===== config.mk =====
export PLATFORM = sky130hd
export DESIGN_NAME = usb_chan_xfer_tracker
export DESIGN_NICKNAME = d
export VERILOG_FILES = /design/src/rtl/usbch_pkg.sv /design/src/rtl/usbch_pid_tracker.sv /design/src/rtl/usbch_pkt_counter.sv /design/src/rtl/usbch_byte_counter.sv /design/src/rtl/usb_chan_xfer_tracker.sv
export SDC_FILE = /design/constraint.sdc
export NUM_CORES = 1
export LEC_CHECK = 0
export BUFFER_PORTS_ARGS = -buffer_cell sky130_fd_sc_hd__buf_2
export CAP_MARGIN = 0
export CORE_UTILIZATION = 30
export DETAILED_ROUTE_END_ITERATION = 10
export SLEW_MARGIN = 20
export SYNTH_ARGS = -nofsm -noshare
export SYNTH_HDL_FRONTEND = slang
export SYNTH_HIERARCHICAL = 1
export SYNTH_SLANG_ARGS = --single-unit

===== constraint.sdc =====
create_clock -name clk -period 2.85 [get_ports clk]
set_input_delay 0.57 -clock clk [delete_from_list [all_inputs] [get_ports clk]]
set_output_delay 0.57 -clock clk [all_outputs]
set_load 0.01 [all_outputs]

===== src/rtl/usbch_pkg.sv =====
package usbch_pkg;
   typedef enum logic [1:0] {
      PID_DATA0 = 2'b00,
      PID_RSVD  = 2'b01,
      PID_DATA1 = 2'b10,
      PID_SETUP = 2'b11
   } pid_e;
endpackage


===== src/rtl/usbch_pid_tracker.sv =====
module usbch_pid_tracker
   import usbch_pkg::*;
(
   input  logic       clk,
   input  logic       rst_n,
   input  logic       load,
   input  logic [1:0] load_pid,
   input  logic       adv,
   output logic [1:0] pid_o
);
   pid_e pid_q;

   always_ff @(posedge clk or negedge rst_n) begin
      if (!rst_n)
         pid_q <= PID_DATA0;
      else if (load)
         pid_q <= pid_e'(load_pid);
      else if (adv)
         pid_q <= (pid_q == PID_DATA1) ? PID_DATA0 : PID_DATA1;
   end

   assign pid_o = pid_q;
endmodule


===== src/rtl/usbch_pkt_counter.sv =====
module usbch_pkt_counter #(
   parameter int PKT_W = 10
) (
   input  logic             clk,
   input  logic             rst_n,
   input  logic             load,
   input  logic [PKT_W-1:0] load_val,
   input  logic             dec,
   output logic [PKT_W-1:0] cnt,
   output logic             is_zero,
   output logic             is_one
);
   localparam logic [PKT_W-1:0] ONE = PKT_W'(1);

   logic [PKT_W-1:0] cnt_q;

   always_ff @(posedge clk or negedge rst_n) begin
      if (!rst_n)
         cnt_q <= '0;
      else if (load)
         cnt_q <= load_val;
      else if (dec && cnt_q != '0)
         cnt_q <= cnt_q - ONE;
   end

   assign cnt     = cnt_q;
   assign is_zero = (cnt_q == '0);
   assign is_one  = (cnt_q == ONE);
endmodule


===== src/rtl/usbch_byte_counter.sv =====
module usbch_byte_counter #(
   parameter int LEN_W = 19,
   parameter int SZ_W  = 11
) (
   input  logic             clk,
   input  logic             rst_n,
   input  logic             load,
   input  logic [LEN_W-1:0] load_val,
   input  logic             sub,
   input  logic [SZ_W-1:0]  sz,
   output logic [LEN_W-1:0] cnt
);
   logic [LEN_W-1:0] sz_ext;
   logic [LEN_W-1:0] cnt_q;
   logic [LEN_W-1:0] nxt_sub;

   generate
      if (SZ_W == LEN_W) begin : g_same
         assign sz_ext = sz;
      end else begin : g_ext
         assign sz_ext = {{(LEN_W-SZ_W){1'b0}}, sz};
      end
   endgenerate

   // saturating subtraction: never wraps below zero
   assign nxt_sub = (cnt_q >= sz_ext) ? (cnt_q - sz_ext) : '0;

   always_ff @(posedge clk or negedge rst_n) begin
      if (!rst_n)
         cnt_q <= '0;
      else if (load)
         cnt_q <= load_val;
      else if (sub)
         cnt_q <= nxt_sub;
   end

   assign cnt = cnt_q;
endmodule


===== src/rtl/usb_chan_xfer_tracker.sv =====
module usb_chan_xfer_tracker #(
   parameter int PKT_W = 10,
   parameter int LEN_W = 19,
   parameter int SZ_W  = 11
) (
   input  logic             clk,
   input  logic             rst_n,
   input  logic             cfg_we,
   input  logic             cfg_dir_in,
   input  logic [1:0]       cfg_pid,
   input  logic [PKT_W-1:0] cfg_pkts,
   input  logic [LEN_W-1:0] cfg_len,
   input  logic             start,
   input  logic             pkt_ok,
   input  logic             pkt_nak,
   input  logic [1:0]       rx_pid,
   input  logic             fifo_mv,
   input  logic [SZ_W-1:0]  fifo_bytes,
   output logic [1:0]       cur_pid,
   output logic [PKT_W-1:0] pkt_left,
   output logic [LEN_W-1:0] len_left,
   output logic             tog_err,
   output logic             xfer_done,
   output logic             active
);
   generate
      if (PKT_W < 1 || LEN_W < 1 || SZ_W < 1) begin : g_bad_w
         $error("usb_chan_xfer_tracker: widths must be at least 1");
      end
      if (SZ_W > LEN_W) begin : g_bad_sz
         $error("usb_chan_xfer_tracker: SZ_W must not exceed LEN_W");
      end
   endgenerate

   logic dir_q;
   logic err_q;
   logic done_q;
   logic act_q;
   logic cnt_zero;
   logic cnt_one;
   logic load_ok;
   logic try_pkt;
   logic mism;
   logic accept;
   logic finish;

   assign load_ok = cfg_we && !act_q;
   assign try_pkt = act_q && pkt_ok && !pkt_nak && !cnt_zero;
   assign mism    = try_pkt && dir_q && (rx_pid != cur_pid);
   assign accept  = try_pkt && !mism;
   assign finish  = act_q && (cnt_zero || (accept && cnt_one));

   usbch_pid_tracker u_pid (
      .clk      (clk),
      .rst_n    (rst_n),
      .load     (load_ok),
      .load_pid (cfg_pid),
      .adv      (accept),
      .pid_o    (cur_pid)
   );

   usbch_pkt_counter #(.PKT_W(PKT_W)) u_pkt (
      .clk      (clk),
      .rst_n    (rst_n),
      .load     (load_ok),
      .load_val (cfg_pkts),
      .dec      (accept),
      .cnt      (pkt_left),
      .is_zero  (cnt_zero),
      .is_one   (cnt_one)
   );

   usbch_byte_counter #(.LEN_W(LEN_W), .SZ_W(SZ_W)) u_len (
      .clk      (clk),
      .rst_n    (rst_n),
      .load     (load_ok),
      .load_val (cfg_len),
      .sub      (act_q && fifo_mv),
      .sz       (fifo_bytes),
      .cnt      (len_left)
   );

   always_ff @(posedge clk or negedge rst_n) begin
      if (!rst_n) begin
         dir_q  <= 1'b0;
         err_q  <= 1'b0;
         done_q <= 1'b0;
         act_q  <= 1'b0;
      end else begin
         if (load_ok) begin
            dir_q  <= cfg_dir_in;
            err_q  <= 1'b0;
            done_q <= 1'b0;
         end
         if (mism)
            err_q <= 1'b1;
         if (!act_q && start) begin
            act_q  <= 1'b1;
            done_q <= 1'b0;
         end else if (finish) begin
            act_q  <= 1'b0;
            done_q <= 1'b1;
         end
      end
   end

   assign tog_err   = err_q;
   assign xfer_done = done_q;
   assign active    = act_q;
endmodule


==> qor_table.md <==
| Group | Item | Reported |
|:---|:---|:---|
| outcome | Status | finished clean |
| cells and area | Most used cells in the layout excluding fill and tap cells | buf_2 (85), dfrtp_1 (35), nand2_1 (23) |
| logic synthesis | Syn Inst Count | 274 |
| timing | Period minus WS final | 2.46 ns |
| floorplan | Die Footprint | 8920 um^2 |
| timing | Final worst setup slack | 0.390 ns |
| critical path | Cell depth of the worst setup path | 10 |
| global routing | Total congestion overflow | 0 |
| logic synthesis | Mapped cell area | 2560 um^2 |
| drt | Count of TritonRoute iterations in the first routing pass | 4 |
| logic synthesis | Net count after synthesis | 340 |
| logic synthesis | Synth Flop Type | dfrtp_1 |
| clocking | Clk pin slew, worst setup/hold paths | 0.08 ns |
| cells and area | Nets | 434 |
| global routing | Vias in the first global route | 2346 |
| critical path | Required time of the critical path | 3.00 ns |
| logic synthesis | Number of flops mapped to enable cells by yosys | 0 |
| drt | Iteration-0 DRC count of the detailed router | 61 |
| critical path | Capturing point of the worst reg2reg path | u_pkt/cnt[9] |
| power and ir drop | IR Drop Worst-Case VDD | 0.400 mV |
| clocking | Clock tree from TritonCTS | yes |
| logic synthesis | Post-synthesis async set-or-reset flop share | 100% |
| floorplan | Core Region | 8260 um^2 |
| drt | Number of vias per cell | 5.16 |
| clocking | Largest buffer count on any clock path | 2 |
| timing | Post-route clock skew | 0.0106 ns |
| critical path | CP endpoint | u_pkt/cnt[9] |
| critical path | CP Buf/Inv Count | 2 |
| global routing | First-pass GRT wire length | 11200 um |
| logic synthesis | Count of different cell masters after synthesis | 67 |
| critical path | Critical path origin | u_pkt/cnt[0] |
| floorplan | Initial standard-cell utilization of the core | 31.0% |
| place | Input/output buffers | 85 |
| timing | Final Hold Slack | 0.374 ns |
| critical path | R2r worst-path depth | 10 |
| floorplan | Vert. Die Dim | 94.4 um |
| clocking | Total CTS buffers | 5 |
| clocking | Source-to-sink clock delay at the later pin of the worst-skew pair | 0.29 ns |
| clocking | CTS Hold Buffers Added | 0 |
| critical path | Worst reg2reg setup slack | 0.39 ns |
| critical path | Source of the worst register-to-register timing path | u_pkt/cnt[0] |
| drt | Average routed wire per standard cell | 14.6 um |
| global routing | Pin count of the biggest net entering global routing | 36 |
| cells and area | Area occupied by registers | 876 um^2 |
| timing | Max Transition Viols Final | 0 |
| floorplan | Overall die width | 94.4 um |
| run | Max cap viols | 0 |
| timing | Actual transition at the worst max-transition pin | 0.846 ns |
| critical path | Gate family responsible for the most delay along the worst path | simple AND/OR/NAND/NOR gates |
| critical path | Crit path capture type | register |
| power and ir drop | Static Leakage | 0.00153 uW |
| clocking | Number of H-tree branching levels | 2 |
| drt | Final routed DRC violation total | 0 |
| clocking | Resized Gates After CTS | 0 |
| critical path | Critical Path Most Common Cell | nor2_1 |
| critical path | Endpoint arrival time on the critical path | 2.62 ns |
| cells and area | Share of layout cells above drive strength 1 | 36.0% |
| place | GPL Wtd Cong | 0.839 |
| cells and area | Antenna diodes | 0 |
| cells and area | Area growth from synthesis to layout | 27.5% |
| timing | Setup violations, final | 0 |
| timing | Total Neg Setup Slack | 0 ns |
| place | Detail Placement HPWL | 5370 um |
| min path | Hold Crit Class | primary input to async pin |
| timing | Maximum clock rate | 406 MHz |
| floorplan | Site Rows | 33 |
| critical path | Critical path launch point type | register |
| clocking | CTS Root Buffer Type | clkbuf_8 |
| drt | Post-Route WL | 6910 um |
| clocking | Postcts setup bufs | 0 |
| timing | Final Cycle Share | 86.3% |
| timing | Worst slew margin | 43.6% |
| drt | Routed via count | 2448 |
| clocking | Number of clock sinks | 35 |
| critical path | Crit Path Class | register to register |
| cells and area | Fill cell total of the finished layout | 872 |
| cells and area | Area taken by multi-input logic gates | 1580 um^2 |
| logic synthesis | Post-synthesis average cell area | 9.36 um^2 |
| critical path | Delay of the slowest cell on the worst path | 0.53 ns |
| global routing | Initial antenna violation count | 0 |
| cells and area | Commonest non-fill, non-tap cell in the layout | buf_2 |
| logic synthesis | Yosys warnings | 6 |
| critical path | CP max FO | 6 |
| logic synthesis | Post-synthesis sequential area ratio | 34.2% |
| global routing | Global-route usage over all layers | 16.0% |
| timing | Count of endpoints failing hold in the final timing report | 0 |
| timing | Unrepaired setup endpoints after global routing | no |
| place | Post-place setup slack | 0.204 ns |
| drt | Post-route antenna net violation count | 0 |
| power and ir drop | Total power divided by cell area | 980 nW/um^2 |
| logic synthesis | Synthesis-stage register bit count | 35 |
| floorplan | Top-level I/O count | 86 |
| critical path | Highest-delay cell along the critical path | or4b_4 |
| critical path | Cell-by-cell listing of the critical path | inv_1, ha_1, nand4_2, inv_2, nor2_1, nand3_1, nor2_1, or4b_4, o41ai_1, a31oi_1 |
-- cell usage after synthesis (5+ instances only) --
cell	count	share of area, %
dfrtp_1	35	34
nand2_1	23	3.4
inv_1	21	3.1
a21oi_1	18	3.5
nor2_1	15	2.2
ha_1	13	6.3
o21ai_2	11	3.8
o21ai_1	10	2.0
xor2_1	10	3.4
a22oi_1	9	2.6
nor3_1	9	1.8
o21ai_0	7	1.4
xnor2_1	6	2.0
nand2b_1	5	1.2
or3_1	5	1.2
-- worst reg2reg max path, cell delays in order (launching register included) --
cell and delay [ns]:
dfrtp_1 0.43, inv_1 0.06, ha_1 0.25, nand4_2 0.16, inv_2 0.09, nor2_1 0.09
nand3_1 0.10, nor2_1 0.17, or4b_4 0.53, o41ai_1 0.32, a31oi_1 0.12
-- metal layers --
metal | share of wire, % | global-route usage [%] | vias up
met5 | 0 | 0 | -
met4 | 0.27 | 2.82 | 0
met3 | 5.7 | 3.06 | 2
met2 | 52 | 30.0 | 79
met1 | 42 | 19.0 | 1171
li1 | - | - | 1196
-- state kept, by name (all words and copies together), names as in the netlist --
signal	cells
tog_err	1
u_len/cnt	19
u_pkt/cnt	10
dir_q	1
xfer_done	1
active	1
u_pid/pid_o	2
-- how the worst min path moves through the flow --
| stage | from | end | cells past startpoint |
|---|---|---|---|
| 6_report | rst_n | u_len/cnt[4] | 1 |
| 2_1_floorplan | rst_n | active | 0 |
| 3_3_place_gp | xfer_done | xfer_done | 2 |
| 5_1_grt | rst_n | u_len/cnt[4] | 1 |
| 3_5_place_dp | dir_q | dir_q | 1 |
| 4_1_cts | rst_n | u_len/cnt[6] | 1 |
-- area by class of cell --
cell class	count	share of cell area [%]
Clock buffer	6	2.53
Clock inverter	2	1.07
Inverter	22	2.53
Multi-Input combinational cell	212	48.5
Sequential cell	35	26.8
Tap cell	105	4.02
Timing Repair Buffer	92	14.6
-- power breakdown --
| group | total [uW] | switching (uW) | internal, uW |
|---|---|---|---|
| Clock | 480 | 197 | 283 |
| Sequential | 987 | 268 | 720 |
| Combinational | 1740 | 956 | 781 |
-- per-stage QoR --
| step | cell area (um^2) | utilization (%) | cells | power, uW |
|---|---|---|---|---|
| floorplan | 2560 | - | 274 | 2180 |
| global placement | 3150 | 38.2 | 466 | 2700 |
| detailed placement | 3150 | 38.2 | 466 | 2740 |
| CTS | 3270 | 39.6 | 474 | 3230 |
| global route | 3270 | 39.6 | 474 | 3470 |
| finish | 3270 | 39.6 | 474 | 3200 |
-- kinds of logic (layout without fill, tap and decap cells) --
logic type / after synthesis / in the layout / share of synthesized area (%)
adder cells (fa/ha/maj): 14 / 14 / 7.13
AND/OR/NAND/NOR: 89 / 89 / 21.3
buffers and inverters: 27 / 122 / 4.25
flip-flops: 35 / 35 / 34.2
XOR/XNOR: 16 / 16 / 5.47
multiplexers: 4 / 4 / 1.76
AO/OA/AOI/OAI: 89 / 89 / 26.0
No activity file was read; power rests on OpenSTA's default activity.
